### config.mk
export PLATFORM = sky130hd
export DESIGN_NAME = acc_timing_gen
export DESIGN_NICKNAME = d
export VERILOG_FILES = /design/src/rtl/acc_tg_pkg.sv /design/src/rtl/acc_tg_regs.sv /design/src/rtl/acc_tg_scan.sv /design/src/rtl/acc_tg_irq.sv /design/src/rtl/acc_timing_gen.sv
export SDC_FILE = /design/constraint.sdc
export NUM_CORES = 1
export LEC_CHECK = 0
export BUFFER_PORTS_ARGS = -buffer_cell sky130_fd_sc_hd__buf_4
export CAP_MARGIN = 15
export CORE_ASPECT_RATIO = 1.25
export CORE_MARGIN = 1.5
export CORE_UTILIZATION = 35
export CTS_BUF_LIST = sky130_fd_sc_hd__clkbuf_8
export CTS_CLUSTER_DIAMETER = 200
export DETAILED_ROUTE_END_ITERATION = 16
export PLACE_DENSITY = 0.58
export SLEW_MARGIN = 5
export SYNTH_ARGS = -nofsm -noshare
export SYNTH_HDL_FRONTEND = slang
export SYNTH_HIERARCHICAL = 1
export SYNTH_SLANG_ARGS = --single-unit
### constraint.sdc
create_clock -name clk -period 3.5 [get_ports clk]
set_input_delay 0.7 -clock clk [delete_from_list [all_inputs] [get_ports clk]]
set_output_delay 0.7 -clock clk [all_outputs]
set_load 0.005 [all_outputs]
### src/rtl/acc_tg_pkg.sv
package acc_tg_pkg;
   // register addresses; geometry slots 0..3 double as shadow slot indices
   localparam int          ADDR_W    = 4;
   localparam logic [3:0]  A_SYNC    = 4'd0;
   localparam logic [3:0]  A_BPORCH  = 4'd1;
   localparam logic [3:0]  A_ACTIVE  = 4'd2;
   localparam logic [3:0]  A_TOTAL   = 4'd3;
   localparam logic [3:0]  A_CTRL    = 4'd4;
   localparam logic [3:0]  A_RELOAD  = 4'd5;
   localparam logic [3:0]  A_IEN     = 4'd6;
   localparam logic [3:0]  A_STATUS  = 4'd7;
   localparam logic [3:0]  A_CLEAR   = 4'd8;
   localparam logic [3:0]  A_LINEPOS = 4'd9;

   localparam int NSLOT      = 4;
   localparam int HFIELD_LSB = 16;

   // status flag positions
   localparam int F_LINE   = 0;
   localparam int F_UNDER  = 1;
   localparam int F_XERR   = 2;
   localparam int F_RELOAD = 3;
   localparam int NFLAG    = 4;

   // control word bits
   localparam int C_EN   = 0;
   localparam int C_PCLK = 28;
   localparam int C_DE   = 29;
   localparam int C_VS   = 30;
   localparam int C_HS   = 31;

   // reload request bits
   localparam int RL_NOW = 0;
   localparam int RL_VBL = 1;
endpackage

### src/rtl/acc_tg_regs.sv
module acc_tg_regs
   import acc_tg_pkg::*;
#(
   parameter int HW = 12,
   parameter int VW = 11,
   parameter int DW = 32
) (
   input  logic              clk,
   input  logic              rst_n,
   input  logic              wr_en,
   input  logic [ADDR_W-1:0] wr_addr,
   input  logic [DW-1:0]     wr_data,
   input  logic [ADDR_W-1:0] rd_addr,
   output logic [DW-1:0]     rd_data,
   input  logic [NFLAG-1:0]  flags,
   input  logic              vbl_point,
   output logic [HW-1:0]     hsw,
   output logic [HW-1:0]     ahbp,
   output logic [HW-1:0]     aaw,
   output logic [HW-1:0]     tw,
   output logic [VW-1:0]     vsh,
   output logic [VW-1:0]     avbp,
   output logic [VW-1:0]     aah,
   output logic [VW-1:0]     th,
   output logic [VW-1:0]     lpos,
   output logic              en,
   output logic              pol_hs,
   output logic              pol_vs,
   output logic              pol_de,
   output logic              pclk_inv,
   output logic [NFLAG-1:0]  ien,
   output logic [NFLAG-1:0]  clr_mask,
   output logic              reload_fire,
   output logic [1:0]        rl_req
);
   logic [NSLOT-1:0][HW-1:0] sh_h, ac_h;
   logic [NSLOT-1:0][VW-1:0] sh_v, ac_v;
   logic [VW-1:0]            sh_lpos, ac_lpos;
   logic [4:0]               ctrl_q;
   logic [NFLAG-1:0]         ien_q;
   logic [1:0]               rl_nxt;
   logic                     unused_wdata;

   assign unused_wdata = ^wr_data;

   // one shadow/working pair per geometry register
   for (genvar g = 0; g < NSLOT; g++) begin : g_slot
      logic [HW-1:0] sh_h_q, ac_h_q;
      logic [VW-1:0] sh_v_q, ac_v_q;
      logic          hit;
      assign hit = wr_en && (wr_addr == ADDR_W'(g));
      always_ff @(posedge clk or negedge rst_n) begin
         if (!rst_n) begin
            sh_h_q <= '0;
            sh_v_q <= '0;
            ac_h_q <= '0;
            ac_v_q <= '0;
         end else begin
            if (hit) begin
               sh_h_q <= wr_data[HFIELD_LSB +: HW];
               sh_v_q <= wr_data[VW-1:0];
            end
            if (reload_fire) begin
               ac_h_q <= sh_h_q;
               ac_v_q <= sh_v_q;
            end
         end
      end
      assign sh_h[g] = sh_h_q;
      assign sh_v[g] = sh_v_q;
      assign ac_h[g] = ac_h_q;
      assign ac_v[g] = ac_v_q;
   end

   assign hsw  = ac_h[0];
   assign vsh  = ac_v[0];
   assign ahbp = ac_h[1];
   assign avbp = ac_v[1];
   assign aaw  = ac_h[2];
   assign aah  = ac_v[2];
   assign tw   = ac_h[3];
   assign th   = ac_v[3];
   assign lpos = ac_lpos;

   assign reload_fire = rl_req[RL_NOW] | (rl_req[RL_VBL] & vbl_point);

   always_comb begin
      rl_nxt = reload_fire ? 2'b00 : rl_req;
      if (wr_en && wr_addr == A_RELOAD) rl_nxt = rl_nxt | wr_data[1:0];
   end

   always_ff @(posedge clk or negedge rst_n) begin
      if (!rst_n) begin
         sh_lpos <= '0;
         ac_lpos <= '0;
         ctrl_q  <= '0;
         ien_q   <= '0;
         rl_req  <= '0;
      end else begin
         rl_req <= rl_nxt;
         if (wr_en && wr_addr == A_LINEPOS) sh_lpos <= wr_data[VW-1:0];
         if (reload_fire) ac_lpos <= sh_lpos;
         if (wr_en && wr_addr == A_CTRL)
            ctrl_q <= {wr_data[C_HS], wr_data[C_VS], wr_data[C_DE],
                       wr_data[C_PCLK], wr_data[C_EN]};
         if (wr_en && wr_addr == A_IEN) ien_q <= wr_data[NFLAG-1:0];
      end
   end

   assign {pol_hs, pol_vs, pol_de, pclk_inv, en} = ctrl_q;
   assign ien      = ien_q;
   assign clr_mask = (wr_en && wr_addr == A_CLEAR) ? wr_data[NFLAG-1:0] : '0;

   always_comb begin
      rd_data = '0;
      case (rd_addr)
         A_SYNC, A_BPORCH, A_ACTIVE, A_TOTAL: begin
            rd_data[HFIELD_LSB +: HW] = sh_h[rd_addr[1:0]];
            rd_data[VW-1:0]           = sh_v[rd_addr[1:0]];
         end
         A_CTRL: begin
            rd_data[C_HS]   = ctrl_q[4];
            rd_data[C_VS]   = ctrl_q[3];
            rd_data[C_DE]   = ctrl_q[2];
            rd_data[C_PCLK] = ctrl_q[1];
            rd_data[C_EN]   = ctrl_q[0];
         end
         A_RELOAD:  rd_data[1:0]       = rl_req;
         A_IEN:     rd_data[NFLAG-1:0] = ien_q;
         A_STATUS:  rd_data[NFLAG-1:0] = flags;
         A_LINEPOS: rd_data[VW-1:0]    = sh_lpos;
         default:   rd_data = '0;
      endcase
   end
endmodule

### src/rtl/acc_tg_scan.sv
module acc_tg_scan #(
   parameter int HW = 12,
   parameter int VW = 11
) (
   input  logic          clk,
   input  logic          rst_n,
   input  logic          en,
   input  logic [HW-1:0] hsw,
   input  logic [HW-1:0] ahbp,
   input  logic [HW-1:0] aaw,
   input  logic [HW-1:0] tw,
   input  logic [VW-1:0] vsh,
   input  logic [VW-1:0] avbp,
   input  logic [VW-1:0] aah,
   input  logic [VW-1:0] th,
   input  logic [VW-1:0] lpos,
   input  logic          pol_hs,
   input  logic          pol_vs,
   input  logic          pol_de,
   output logic          hs_pin,
   output logic          vs_pin,
   output logic          de_pin,
   output logic [HW-1:0] x,
   output logic [VW-1:0] y,
   output logic          in_window,
   output logic          line_hit,
   output logic          vbl_point
);
   logic line_end, hs_act, vs_act, de_act;

   assign line_end = (x >= tw);

   always_ff @(posedge clk or negedge rst_n) begin
      if (!rst_n) begin
         x <= '0;
         y <= '0;
      end else if (!en) begin
         x <= '0;
         y <= '0;
      end else if (line_end) begin
         x <= '0;
         y <= (y >= th) ? '0 : y + 1'b1;
      end else begin
         x <= x + 1'b1;
      end
   end

   assign hs_act = en && (x <= hsw);
   assign vs_act = en && (y <= vsh);
   assign de_act = en && (x > ahbp) && (x <= aaw) && (y > avbp) && (y <= aah);

   assign hs_pin    = pol_hs ? hs_act : ~hs_act;
   assign vs_pin    = pol_vs ? vs_act : ~vs_act;
   assign de_pin    = pol_de ? de_act : ~de_act;
   assign in_window = de_act;
   assign line_hit  = en && (x == '0) && (y == lpos);
   assign vbl_point = en && line_end && (y == aah);
endmodule

### src/rtl/acc_tg_irq.sv
module acc_tg_irq #(
   parameter int NF = 4
) (
   input  logic          clk,
   input  logic          rst_n,
   input  logic [NF-1:0] set_vec,
   input  logic [NF-1:0] clr_vec,
   input  logic [NF-1:0] ien,
   output logic [NF-1:0] flags,
   output logic          irq
);
   for (genvar b = 0; b < NF; b++) begin : g_flag
      logic f_q;
      always_ff @(posedge clk or negedge rst_n) begin
         if (!rst_n)          f_q <= 1'b0;
         else if (set_vec[b]) f_q <= 1'b1;
         else if (clr_vec[b]) f_q <= 1'b0;
      end
      assign flags[b] = f_q;
   end

   assign irq = |(flags & ien);
endmodule

### src/rtl/acc_timing_gen.sv
module acc_timing_gen
   import acc_tg_pkg::*;
#(
   parameter int HW = 12,
   parameter int VW = 11,
   parameter int DW = 32
) (
   input  logic              clk,
   input  logic              rst_n,
   input  logic              wr_en,
   input  logic [ADDR_W-1:0] wr_addr,
   input  logic [DW-1:0]     wr_data,
   input  logic [ADDR_W-1:0] rd_addr,
   output logic [DW-1:0]     rd_data,
   input  logic              fifo_underrun_i,
   input  logic              xfer_err_i,
   output logic              hsync_o,
   output logic              vsync_o,
   output logic              de_o,
   output logic              pclk_inv_o,
   output logic [HW-1:0]     pos_x_o,
   output logic [VW-1:0]     pos_y_o,
   output logic              active_o,
   output logic              irq_o
);
   if (HW < 2 || HW > 12) begin : g_bad_hw
      $error("HW must be within 2..12 to fit the horizontal field");
   end
   if (VW < 2 || VW > 11) begin : g_bad_vw
      $error("VW must be within 2..11 to fit the vertical field");
   end
   if (DW != 32) begin : g_bad_dw
      $error("DW must be 32");
   end

   logic [HW-1:0]    hsw, ahbp, aaw, tw;
   logic [VW-1:0]    vsh, avbp, aah, th, lpos;
   logic             ctrl_en, pol_hs, pol_vs, pol_de;
   logic [NFLAG-1:0] ien, clr_mask, flags, set_vec;
   logic             reload_fire, line_hit, vbl_point;
   logic [1:0]       rl_req;

   acc_tg_regs #(.HW(HW), .VW(VW), .DW(DW)) u_regs (
      .clk(clk), .rst_n(rst_n),
      .wr_en(wr_en), .wr_addr(wr_addr), .wr_data(wr_data),
      .rd_addr(rd_addr), .rd_data(rd_data),
      .flags(flags), .vbl_point(vbl_point),
      .hsw(hsw), .ahbp(ahbp), .aaw(aaw), .tw(tw),
      .vsh(vsh), .avbp(avbp), .aah(aah), .th(th), .lpos(lpos),
      .en(ctrl_en), .pol_hs(pol_hs), .pol_vs(pol_vs), .pol_de(pol_de),
      .pclk_inv(pclk_inv_o), .ien(ien), .clr_mask(clr_mask),
      .reload_fire(reload_fire), .rl_req(rl_req)
   );

   acc_tg_scan #(.HW(HW), .VW(VW)) u_scan (
      .clk(clk), .rst_n(rst_n), .en(ctrl_en),
      .hsw(hsw), .ahbp(ahbp), .aaw(aaw), .tw(tw),
      .vsh(vsh), .avbp(avbp), .aah(aah), .th(th), .lpos(lpos),
      .pol_hs(pol_hs), .pol_vs(pol_vs), .pol_de(pol_de),
      .hs_pin(hsync_o), .vs_pin(vsync_o), .de_pin(de_o),
      .x(pos_x_o), .y(pos_y_o), .in_window(active_o),
      .line_hit(line_hit), .vbl_point(vbl_point)
   );

   always_comb begin
      set_vec           = '0;
      set_vec[F_LINE]   = line_hit;
      set_vec[F_UNDER]  = fifo_underrun_i;
      set_vec[F_XERR]   = xfer_err_i;
      set_vec[F_RELOAD] = reload_fire;
   end

   acc_tg_irq #(.NF(NFLAG)) u_irq (
      .clk(clk), .rst_n(rst_n),
      .set_vec(set_vec), .clr_vec(clr_mask), .ien(ien),
      .flags(flags), .irq(irq_o)
   );
endmodule

# Yosys cells after proc, flatten, opt, wreduce, memory -nomap -nowiden
# Cells that the tools add are included.
[word_totals]
reg_bits = 244
out_inout_bits = 61
word_cells = 121
[op_classes]
add_sub_neg = 2
magnitude_cmp = 9
eq_ne = 19
muxes = 29
bitwise_logic = 7
reduce_logical = 28
[op_table]
columns = ["op", "count"]
rows = [
  ["2-to-1 mux 12 bit", 4],
  ["2-to-1 mux 11 bit", 4],
  ["equality test 4 x 3 -> 1 bit, second input constant", 7],
  ["binary-select mux 12 bit (select 2 bit)", 1],
  ["<= comparator 12 bit", 2],
  ["binary-select mux 11 bit (select 2 bit)", 1],
  ["equality test 11 bit", 2],
  ["<= comparator 11 bit", 2],
  ["logical AND 1 bit", 19],
  ["equality test 4 x 2 -> 1 bit, second input constant", 4],
  ["one-hot mux 7 bit (2 select lines)", 1],
  ["adder 12 x 1 -> 12 bit, second input constant", 1],
  ["equality test 4 bit, second input constant", 3],
  ["greater-or-equal comparator 12 bit", 1],
  ["> comparator 12 bit", 1],
  ["logical NOT 12 bit", 1],
  ["adder 11 x 1 -> 11 bit, second input constant", 1],
  ["greater-or-equal comparator 11 bit", 1],
  ["> comparator 11 bit", 1],
  ["2-to-1 mux 1 bit", 11],
  ["equality test 4 x 1 -> 1 bit, second input constant", 2],
  ["logical NOT 4 bit", 2],
  ["2-to-1 mux 4 bit", 2],
  ["one-hot mux 2 bit (4 select lines)", 1],
  ["12 further kinds", 19],
]

# Depth between registers and ports, before layout
# Gate-level depths: netlist (run 1).
[depth]
depth_word = 8
ltp_mapped = 14

# Hierarchy
# The synthesis (run 1) kept the hierarchy.
[modules_own_cells]
columns = ["mod", "instances", "cells_per_inst", "area_each_um2", "seq_area_each_um2"]
rows = [
  ["acc_tg_regs", 1, 779, 9161.3, 5430.2],
  ["acc_tg_scan", 1, 441, 3583.4, 575.6],
  ["acc_tg_irq", 1, 19, 195.2, 100.1],
]

# Worst setup path before layout (run 1)
# Ideal clock, no wire load.
[synth_path]
path_kind = "register to register"
start = "register u_scan.x[0]"
end = "register u_regs.ac_lpos[5] (netlist: u_regs/lpos[5])"
arrival_time_ns = 2.896
t_required_ns = 3.383
path_slack_ns = 0.487
stages_incl_launch_ff = 15
path_buffers = 2
period_less_slack_ns = 3.013
path_cell_list = "dfrtp_1 > inv_1 > ha_1 > nand2b_1 > a21o_1 > a211o_1 > a221o_1 > a21oi_4 > nor3_1 > a21oi_1 > inv_2 > buf_2 > buf_1 > nand2_1 > nand2_1"
[synth_via]
elab_chain_cells = 5
[synth_rtl]
columns = ["element", "line", "source"]
rows = [
  ["start: declaration", "acc_tg_scan.sv:23", "output logic [HW-1:0] x,"],
  ["start signal: assignment", "acc_tg_scan.sv:44", "x <= x + 1'b1;"],
  ["greater-or-equal comparator 12 bit", "acc_tg_scan.sv:31", "assign line_end = (x >= tw);"],
  ["logical AND 1 bit (2 in series)", "acc_tg_scan.sv:57", "assign vbl_point = en && line_end && (y == aah);"],
  ["via vbl_point", "acc_timing_gen.sv:40", "logic reload_fire, line_hit, vbl_point;"],
  ["bitwise AND 1 bit", "acc_tg_regs.sv:85", "assign reload_fire = rl_req[RL_NOW] | (rl_req[RL_VBL] & vbl_point);"],
  ["OR 1 bit", "acc_tg_regs.sv:85", ""],
  ["end signal: assignment", "acc_tg_regs.sv:102", "if (reload_fire) ac_lpos <= sh_lpos;"],
  ["end: declaration", "acc_tg_regs.sv:38", "logic [VW-1:0] sh_lpos, ac_lpos;"],
]
# The timed path passes the listed nets, and every way through them passes these cells.
# A chain may end at the register's enable or synchronous reset.

# Final worst setup path (run 1)
[layout_path]
start = "register u_scan.y[7]"
end = "output port de_o"
[layout_via]
elab_chain_cells = 5
word_cells_on_any_way = 6
classes_between = "2 x order compare; 1 x mux; 1 x bitwise; 2 x reduce/logical"
[layout_rtl]
columns = ["element", "line", "source"]
rows = [
  ["start: declaration", "acc_tg_scan.sv:24", "output logic [VW-1:0] y,"],
  ["start signal: assignment", "acc_tg_scan.sv:42", "y <= (y >= th) ? '0 : y + 1'b1;"],
  ["> comparator 11 bit", "acc_tg_scan.sv:50", "assign de_act = en && (x > ahbp) && (x <= aaw) && (y > avbp) && (y <= aah);"],
  ["logical AND 1 bit", "acc_tg_scan.sv:50", ""],
  ["logical AND 1 bit (*)", "acc_tg_scan.sv:50", ""],
  ["inverter 1 bit", "acc_tg_scan.sv:54", "assign de_pin = pol_de ? de_act : ~de_act;"],
  ["2-to-1 mux 1 bit (*)", "acc_tg_scan.sv:54", ""],
  ["end: declaration", "acc_timing_gen.sv:19", "output logic de_o,"],
]
# Mark *: on every way between the ends. The rest lies on a longest branch, timed or not.

==> impl_results.md, run 1 <==
- Post-synthesis sequential area ratio: 47.19%
- Buffers on Ports: 95
- Root Buffer: clkbuf_8
- Remaining DRCs: 0
- RSZ-0062 raised after global routing: true
- Setup violators final: 2
- Max frequency: 283.0 MHz
- Worst EP required: ~2800 ps
- Power consumption: 0.01075 W
- Global-route wire length before repair: 55.03 mm
- GR peak layer: met2
- Routed Antenna Nets: 0
- Post-synth EDFFs: 0
- Vias per std cell: 4.979
- Clock share of power: 26.0%
- CTS tree: done
- Final std cell area, no fill: 15720 um2
- Worst EP arrival: approximately 2800 ps
- DRT Pass-1 Iters: 5
- Crit path time final: 3534 ps
- Die H: 218.0 um
- Least-Margin Pin Slew: between 900 and 1000 ps
- Layout cells sized above 1: 28.73%
- Max cap viols: 0
- Initial DRC Count: approximately 530
- CP endpoint kind: output port
- Synth Warn #: 6
- Register area: a little over 6000 um2
- Largest net degree at the start of global routing: 105
- M2 GR Usage: between 20 and 30%
- WL/cell: approximately 18 um
- Crit-path slowest cell: dfrtp_1
- Final WS setup: -33.51 ps
- Clock skew: between 20 and 25 ps
- Rel. slew slack: 35.71%
- Fillers: about 3.5k
- Worst Setup Path Type: reg2out
- Status: complete, but fails checks
- Syn Area/Cell: 10.44 um2
- Ports: 106
- GRT Util Overall: between 15 and 20%
- DRT Wirelength: 34.67 mm
- Detailed-route via count: 9466
- Final Hold Viols: 0
- Clock latency on the worst-skew pair: 570 ps
- DP Area: 14290 um2
- Hpwl dp: 23.51 mm
- Unique masters post-synth: between 60 and 70
- Ys flop type: dfrtp_1
- Startpoint Class: flip-flop
- Antenna violations before repair: 2
- Top cells by count, synth: nand2_1 (320), dfrtp_1 (244), mux2_2 (109)
- Top post-synthesis cells by area: dfrtp_1 (47%), mux2_2 (9.5%), nand2_1 (9.3%)
- CTS Sinks: roughly 240
- Sw Share: 35.17%
- Initial Utilization: between 30% and 40%
- Failing checks: setup timing
- Num rows: 78
- Internal: 0.006971 W
- Max clock buf depth: 3
- GR Util met1: between 20 and 30%
- Synthesized cell area: 12940 um2
- GP Congestion: 0.8446
- Yosys reg bits: 244
- Hold crit path type: in2async
- Final Util: 43.17%
- Cell Pwr Density: slightly below 700 nW/um2
- Syn-to-layout area delta: 21.45%
- Vias in the first global route: around 9.9k
- Hold Buf Count CTS: 0
- Layout Nets: approximately 1.5k
- Sequential share of power: 40.6%
- Met3 Use GR: 2.999%
- Grt ovf: 0
- Footprint of the multi-input gates: about 6400 um2
- Max IR drop VDD: roughly 0.3 mV
- CORE AREA: approximately 36000 um2
- Critical Path, Cell by Cell: ha_4, a21oi_2, nand2_1, a2111oi_4, a21oi_2, nor4_2, buf_4, o211a_4, xnor2_2, buf_4
- Inserted Clock Buffers: 43
- Synth top area share: 47.19%
- H-tree depth reported by CTS: 2
- Die width: 175.0 um
- Crit share post-route: 101.0%
- Top cell type by total area after synthesis: dfrtp_1
- Pins Over Slew Limit: 0
- Mapped Cells: around 1.2k
- Net switching power: between 0.003 and 0.004 W
- Die area: 38140 um2
- Comb pwr share: about a third
- Crit Path Max Fanout: 3
- Clk pin slew, worst setup/hold paths: 60 ps
- CP peak stage delay: 420 ps
- Synth async-reset ratio: 100.0%
- Top-count cell post-synth: nand2_1
- Leak: 7.812 nW
-- placed cells by master, fill, tap and decap left out, types with 13 or more instances in the layout --
cell / Yosys / routed
a21o_1: 22 / 22
ha_1: 95 / 81
o21ai_0: 16 / 13
nand4_1: 19 / 19
clkbuf_8: 0 / 56
mux4_2: 22 / 22
nor2_1: 29 / 28
buf_4: 13 / 139
dfrtp_1: 244 / 238
inv_1: 103 / 114
mux2_2: 109 / 109
nand3_1: 17 / 17
and2_1: 21 / 21
ha_4: 0 / 14
xnor2_1: 18 / 17
nand2_1: 320 / 320
a21oi_1: 19 / 13
a22o_1: 16 / 16
-- area by class of cell --
type / count / share of cell area [%]
clock buffer: 56 / 4.904
timing repair buffer: 152 / 7.874
clock inverter: 22 / 0.9554
inverter: 104 / 2.484
sequential: 244 / 38.90
antenna: 1 / 0.01592
multi-input combinational: 842 / 41.04
tap: 480 / 3.822
-- worst paths after layout --
path / start / to / slack (ps) / depth (start not counted)
max: u_scan/y[7] / de_o / -30 / 10
min: rst_n / u_regs/g_slot[3].sh_v_q[7] / 110 / 1
max reg2reg: u_scan/x[0] / u_regs/th[5] / 250 / 13
min reg2reg: u_regs/aaw[2] / u_regs/aaw[2] / 460 / 2
max in group asynchronous: rst_n / u_scan/y[2] / 2510 / 2
min in group clk: xfer_err_i / u_irq/g_flag[2].f_q / 310 / 2
-- metrics by stage --
step           cells  setup slack, ps  hold WS [ps]  setup TNS [ps]
2_1_floorplan   1243            486.9         404.4               0
3_3_place_gp    1800            248.9         452.4               0
3_5_place_dp    1800            196.6         456.3               0
4_1_cts         1893           -17.78         110.8          -31.04
5_1_grt         1901           -153.9         132.0          -305.4
6_report        1901           -33.51         105.4          -57.88
-- cells by family (layout without fill, tap and decap cells) --
kind of cell	Yosys count	in the layout	synth area share, %
adder cells (fa/ha/maj)	95	95	9.186
other	1	6	0.02898
buffers and inverters	157	334	5.482
flip-flops	244	244	47.19
AND/OR/NAND/NOR	463	463	16.00
multiplexers	140	140	14.04
XOR/XNOR	26	26	1.760
AO/OA/AOI/OAI	113	113	6.314
-- layer usage --
| metal | part of all wire, % | vias to the layer above |
|---|---|---|
| met2 | 47 | 177 |
| li1 | - | 4496 |
| met4 | 2.4 | 2 |
| met5 | 0.049 | - |
| met1 | 47 | 4736 |
| met3 | 3.6 | 55 |
-- flip-flops by register name (all words and copies together), names as in the netlist, 12 cells and up --
name / count
u_regs/g_slot.sh_h_q: 48
u_regs/g_slot.sh_v_q: 44
u_regs/aaw: 12
u_regs/ahbp: 12
u_regs/hsw: 12
u_regs/tw: 12
u_scan/x: 12
-- worst max-delay path, delay by kind of cell (launching register included) --
| family | cells | cell delay [ps] |
|---|---|---|
| fa+ha+maj | 1 | 260 |
| compound gates | 4 | 790 |
| simple gates | 2 | 380 |
| flops | 1 | 420 |
| buf+inv | 2 | 300 |
| xor+xnor | 1 | 110 |
-- power groups by stage --
stage	clock [W]	combinational (W)	sequential (W)
detailed placement	0	0.00327	0.00441
floorplan	0	0.00231	0.00419
global placement	0	0.00320	0.00439
CTS	0.00288	0.00350	0.00436
global route	0.00301	0.00403	0.00448
finish	0.00280	0.00359	0.00436
-- repair_timing --
item	4_1_cts	5_1_grt
setup buffers	15	7
resized for setup	39	18
pin swaps	12	18
endpoints found under the setup margin	4	4
Note: power is estimated with default switching activity, not from simulation.
==> run 2: changes to the inputs <==
--- a/config.mk
+++ b/config.mk
@@ -5,6 +5,7 @@
 export SDC_FILE = /design/constraint.sdc
 export NUM_CORES = 1
 export LEC_CHECK = 0
+export ABC_AREA = 1
 export BUFFER_PORTS_ARGS = -buffer_cell sky130_fd_sc_hd__buf_4
 export CAP_MARGIN = 15
 export CORE_ASPECT_RATIO = 1.25
==> impl_results.md, run 2 <==
- Synth Warn #: 6
- Layout Nets: 1792
- Max clock buf depth: 3
- Unique masters post-synth: 38
- Total negative setup slack: 0 ps
- Adder-cell share of the synthesized area: 8.962%
- Leak: 8.000 nW
- Buffers on Ports: 95
- CTS tree: done
- Yosys reg bits: between 200 and 250
- Mux cell area share after synthesis: 6.962%
- Layout cells sized above 1: 18.86%
- Top-count cell post-synth: nand2_1
- Biggest regs: u_regs/g_slot.sh_h_q x48, u_regs/g_slot.sh_v_q x44
- Top cell type by total area after synthesis: dfrtp_1
- Cells on worst reg2reg path: 12
- Most common cell after layout, fill and taps aside: nand2_1
- Pins Over Slew Limit: 0
- Die width: about 180 um
- Global-route wire length before repair: roughly 59 mm
- Largest net degree at the start of global routing: 86
- DRT Wirelength: roughly 38 mm
- XOR/XNOR Fraction of Synth Area: 1.255%
- CORE AREA: 37260 um2
- Crit path buffers/inverters: 3
- Syn Area/Cell: 8.680 um2
- GP Congestion: between 0.8 and 0.9
- Startpoint Class: flip-flop
- Num rows: 79
- Max frequency: 300.8 MHz
- Max IR drop VDD: 0.3672 mV
- Inserted Clock Buffers: 45
- H-tree depth reported by CTS: 2
- Cell Count Post-Placement: 2090
- CTS Sinks: 244
- Antenna violations before repair: 0
- Reg-to-Reg Start: u_scan/x[7]
- Crit-path slowest cell: dfrtp_1
- CP peak stage delay: 440 ps
- Clock skew: 27.04 ps
- Compound-Gate Fraction of Synth Area: under 10%
- Initial Utilization: 35.59%
- GR Util met1: 22.68%
- Hold Buf Count CTS: 0
- Status: complete, no violations
- Die H: 220.6 um
- Fin cells: 2172
- Vias in the first global route: 10.73k
- CP Depth: 12
- Crit path time final: 3324 ps
- Clk pin slew, worst setup/hold paths: 60 ps
- Synth async-reset ratio: 100.0%
- Critical Path, Cell by Cell: buf_4, ha_1, a21oi_1, nor2_1, nor2_1, nand2_1, o21ai_2, buf_4, nand2_1, nand2_1, nand2_1, buf_4
- Root Buffer: clkbuf_8
- RSZ-0062 raised after global routing: false
- Mapped Cells: 1528
- Least-Margin Pin Slew: 866.4 ps
- Top post-synthesis cells by area: dfrtp_1 (46%), nand2_1 (10%), ha_1 (9.0%)
- Post-synthesis sequential area ratio: 46.04%
- Top cells by count, synth: nand2_1 (360), dfrtp_1 (244), inv_1 (189)
- Synthesized cell area: ~13000 um2
- Syn-to-layout area delta: 17.80%
- Final Util: 41.93%
- Hold_ws: 114.1 ps
- M2 GR Usage: 37.04%
- Largest family of logic cells by synthesized area: simple AND/OR/NAND/NOR gates
- Detailed-route via count: 10.62k
- Synth top area share: 46.04%
- CP endpoint kind: output port
- Commonest cells after routing, fill and taps aside: nand2_1 (360), dfrtp_1 (243), inv_1 (201)
- Rel. slew slack: 42.13%
- Crit Path Max Fanout: 6
- GR peak layer: met2
- Clock latency on the worst-skew pair: 590 ps
- Final WS setup: between 150 and 200 ps
- Critical Path Start: u_scan/x[9]
- Die area: 39080 um2
- Worst slack, placed: approximately 450 ps
- Crit share post-route: 94.98%
- Fillers: ~3.7k
- Vias per std cell: roughly 5
- Hold crit path type: in2async
- Cell Pwr Density: 686.0 nW/um2
- Remaining DRCs: 0
- Most frequent cell on the critical path: nand2_1
- DRT Pass-1 Iters: 7
- Ports: 106
- Post-synth EDFFs: 0
- Met3 Use GR: under 10%
- Largest register by flop count: u_regs/g_slot.sh_h_q
- WL/cell: 17.50 um
- Hpwl dp: 27.31 mm
- Simple-gate share of the synthesized area: roughly 20%
- Max FFs per register: 48
- CP top delay family: buffers and inverters
- Max cap viols: 0
- Routed Antenna Nets: 0
- Diode count: 0
- Grt ovf: 0
- Final Hold Viols: 0
- Worst Setup Path Type: reg2out
- Setup violators final: 0
- Initial DRC Count: 623
- Ys flop type: dfrtp_1
- GRT Util Overall: 20.04%
- Worst EP arrival: 2620 ps
- Worst EP required: 2800 ps
-- run 2: changes by cell type after synthesis, sizes merged, moves of 13 or more --
cell,previous run,this run
nand4,20,42
nor2,29,115
inv,104,196
o21ai,16,131
mux2,112,82
nand2,320,361
a21o,23,3
nor2b,13,0
nand3,18,68
a22o,16,0
xnor2,18,3
a21oi,20,64
mux4,22,0
-- run 2: area by class of cell --
type	instances	area, um2	share of cell area, %
Timing Repair Buffer	135	1087	6.959
Clock inverter	22	160.2	1.025
Sequential cell	244	6107	39.09
Tap cell	486	608.1	3.892
Multi-Input combinational cell	1030	6113	39.13
Clock buffer	59	812.0	5.197
Inverter	196	735.7	4.709
-- run 2: logic make-up after synthesis --
kind of cell	after synthesis
and+or+nand+nor	613
buffers and inverters	258
DFF	244
AOI/OAI and AO/OA	216
adders and majority gates	95
muxes	82
xor gates and xnor gates	19
other	1
-- run 2: worst paths after layout --
| kind | to | slack, ps |
|---|---|---|
| max reg2reg | u_regs/aaw[3] | 540 |
| min reg2reg | u_regs/g_slot[0].sh_v_q[7] | 490 |
| min | u_regs/g_slot[2].sh_h_q[11] | 110 |
| max in group asynchronous | u_regs/aaw[3] | 2470 |
| min in group clk | u_irq/g_flag[2].f_q | 320 |
| max | hsync_o | 180 |
-- run 2: routing by layer --
layer	part of all wire, %	vias to the layer above
met5	0	-
met4	4.1	0
met3	4.2	80
met2	52	281
met1	39	5030
li1	-	5230
-- run 2: repair_timing --
action	4_1_cts	5_1_grt
buffers inserted	0	0
pin swaps	0	0
gates cloned	0	0
setup endpoints to repair	1	2
resized for setup	2	3
-- run 2: power breakdown --
part | leakage (nW) | internal (W) | switching (W) | total [W]
Combinational | 4.34 | 0.00148 | 0.00201 | 0.00349
Clock | 0.542 | 0.00166 | 0.00124 | 0.00290
Sequential | 3.12 | 0.00372 | 0.000604 | 0.00433
Total | 8.00 | 0.00686 | 0.00385 | 0.0107
-- run 2: metrics by stage --
step                power, W  instance area, um2
floorplan           0.006648               13280
global placement    0.007754               14630
detailed placement  0.007857               14630
CTS                  0.01083               15610
global route         0.01157               15620
finish               0.01072               15620
-- run 2: worst register-to-register path, delay by kind of cell, from the launching register on --
family                   cells  cell delay, ps
multiplexers                 1             360
AND/OR/NAND/NOR              9            1390
adder cells (fa/ha/maj)      1             310
buffers and inverters        1             320
flip-flops                   1             460
==> run 3: changes to the inputs <==
==> constraint.sdc (replaced) <==
create_clock -name clk -period 3.5 [get_ports clk]
set_input_delay 1.05 -clock clk [delete_from_list [all_inputs] [get_ports clk]]
set_output_delay 1.05 -clock clk [all_outputs]
set_load 0.005 [all_outputs]
==> impl_results.md, run 3 (same netlist as run 2, synthesis figures left out) <==
- Vias per std cell: a little under 5
- Layout cells sized above 1: a little over a fifth
- Grt ovf: 0
- CTS Sinks: 244
- DP Area: between 10000 and 15000 um2
- Clk pin slew, worst setup/hold paths: 60 ps
- Largest net degree at the start of global routing: 71
- CORE AREA: 37260 um2
- Global-route wire length before repair: 59.31 mm
- Most common cell after layout, fill and taps aside: nand2_1
- Max cap viols: 0
- Hold Buf Count CTS: 0
- Max clock buf depth: 3
- Detailed-route via count: about 11k
- Buffers on Ports: 95
- Largest register by flop count: u_regs/g_slot.sh_h_q
- Worst slack, placed: 223.7 ps
- Clock latency on the worst-skew pair: approximately 590 ps
- Layout Nets: 1806
- Pins Over Slew Limit: 0
- Worst EP arrival: 2420 ps
- Crit Path Max Fanout: 4
- Power consumption: 0.01052 W
- DRT met1 WL: about 15 mm
- Metal2 WL: 19.94 mm
- Initial Utilization: roughly 36%
- Ports: ~110
- Cell Pwr Density: 665.6 nW/um2
- Clock skew: 40.76 ps
- Syn-to-layout area delta: 19.19%
- Initial DRC Count: 599
- Met3 wire len: 1.529 mm
- H-tree depth reported by CTS: 2
- Max IR drop VDD: 0.3203 mV
- Hold_ws: ~440 ps
- Inserted Clock Buffers: 42
- Hpwl dp: 27.78 mm
- DRT Wirelength: 38.04 mm
- Crit share post-route: 99.13%
- CTS tree: done
- WL/cell: ~17 um
- GP Congestion: 0.8778
- Remaining DRCs: 0
- Final Hold Viols: 0
- Fillers: 3740
- Critical Path Start: u_scan/x[11]
- Crit path time final: 3470 ps
- Num rows: just under 80
- Setup violators final: 0
- Final WS setup: 30.43 ps
- Die area: 39080 um2
- Worst EP required: 2450 ps
- Max frequency: 288.2 MHz
- Biggest regs: u_regs/g_slot.sh_h_q x48, u_regs/g_slot.sh_v_q x44
- RSZ-0062 raised after global routing: true
- Die H: 220.6 um
- Die width: 177.1 um
- Root Buffer: clkbuf_8
- Rel. slew slack: 49.31%
- Commonest cells after routing, fill and taps aside: nand2_1 (352), dfrtp_1 (230), inv_1 (202)
- Hold crit path type: in2async
- Vias in the first global route: 10.70k
- Reg-to-Reg Start: u_scan/x[7]
- Max FFs per register: 48
- Startpoint Class: flip-flop
- DRT Pass-1 Iters: 5
- GRT Util Overall: 19.89%
- CP endpoint kind: output port
- Antenna violations before repair: 1
- Final Util: 42.42%
- Routed Antenna Nets: 0
- Worst Setup Path Type: reg2out
- Final std cell area, no fill: 15810 um2
- Leak: 8.021 nW
- DR top layer: met4
- Status: complete, no violations
- Least-Margin Pin Slew: 758.9 ps
[run 3: cell type report]
type                            count  area [um2]  share of cell area, %
Timing Repair Buffer              152        1251                  7.915
Multi-Input combinational cell   1030        6281                  39.73
Sequential cell                   244        6123                  38.74
Clock buffer                       51       701.9                  4.440
Antenna cell                        1       2.502                0.01583
Clock inverter                     22       103.9                 0.6570
Inverter                          196       735.7                  4.654
Tap cell                          486       608.1                  3.847
[run 3: where the power goes]
| group | internal, W | switching (W) |
|---|---|---|
| clock network | 0.00132 | 0.00122 |
| registers | 0.00372 | 0.000580 |
| logic | 0.00156 | 0.00211 |
| total | 0.00661 | 0.00391 |
[run 3: worst paths after layout]
path / end / cells after the start / slack (ps)
min: u_regs/aah[3] / 1 / 440
max: de_o / 10 / 30
max in group asynchronous: u_scan/y[1] / 2 / 2260
min reg2reg: u_regs/g_slot[0].sh_v_q[6] / 2 / 490
min in group clk: u_regs/g_slot[0].sh_v_q[6] / 2 / 490
max reg2reg: u_regs/lpos[1] / 15 / 480
[run 3: per-stage QoR]
stage / instances / TNS (ps)
global placement: 2099 / 0
global route: 2182 / -210.7
CTS: 2174 / 0
finish: 2182 / 0
detailed placement: 2099 / 0
floorplan: 1532 / 0
[run 3: repair_timing]
| item | 4_1_cts | 5_1_grt |
|---|---|---|
| setup buffers | 2 | 7 |
| resized for setup | 33 | 21 |
| pin swaps | 7 | 12 |
| endpoints found under the setup margin | 4 | 4 |
| cloned | 0 | 0 |
[run 3: critical path, cell delays in order (launching register included)]
cell and delay [ps]:
dfrtp_2 440, buf_6 150, ha_4 260, nand4_1 180, nor2_2 190, nand4_1 130
nand2_2 150, nand3_2 100, nand2_2 80, nand2_2 50, buf_6 110
[run 3: layer usage]
metal  vias to the layer above  GRT usage [%]
met4                         0          7.147
li1                       5248              -
met3                        65          2.869
met1                      5158          23.25
met2                       234          36.72
met5                         -              0
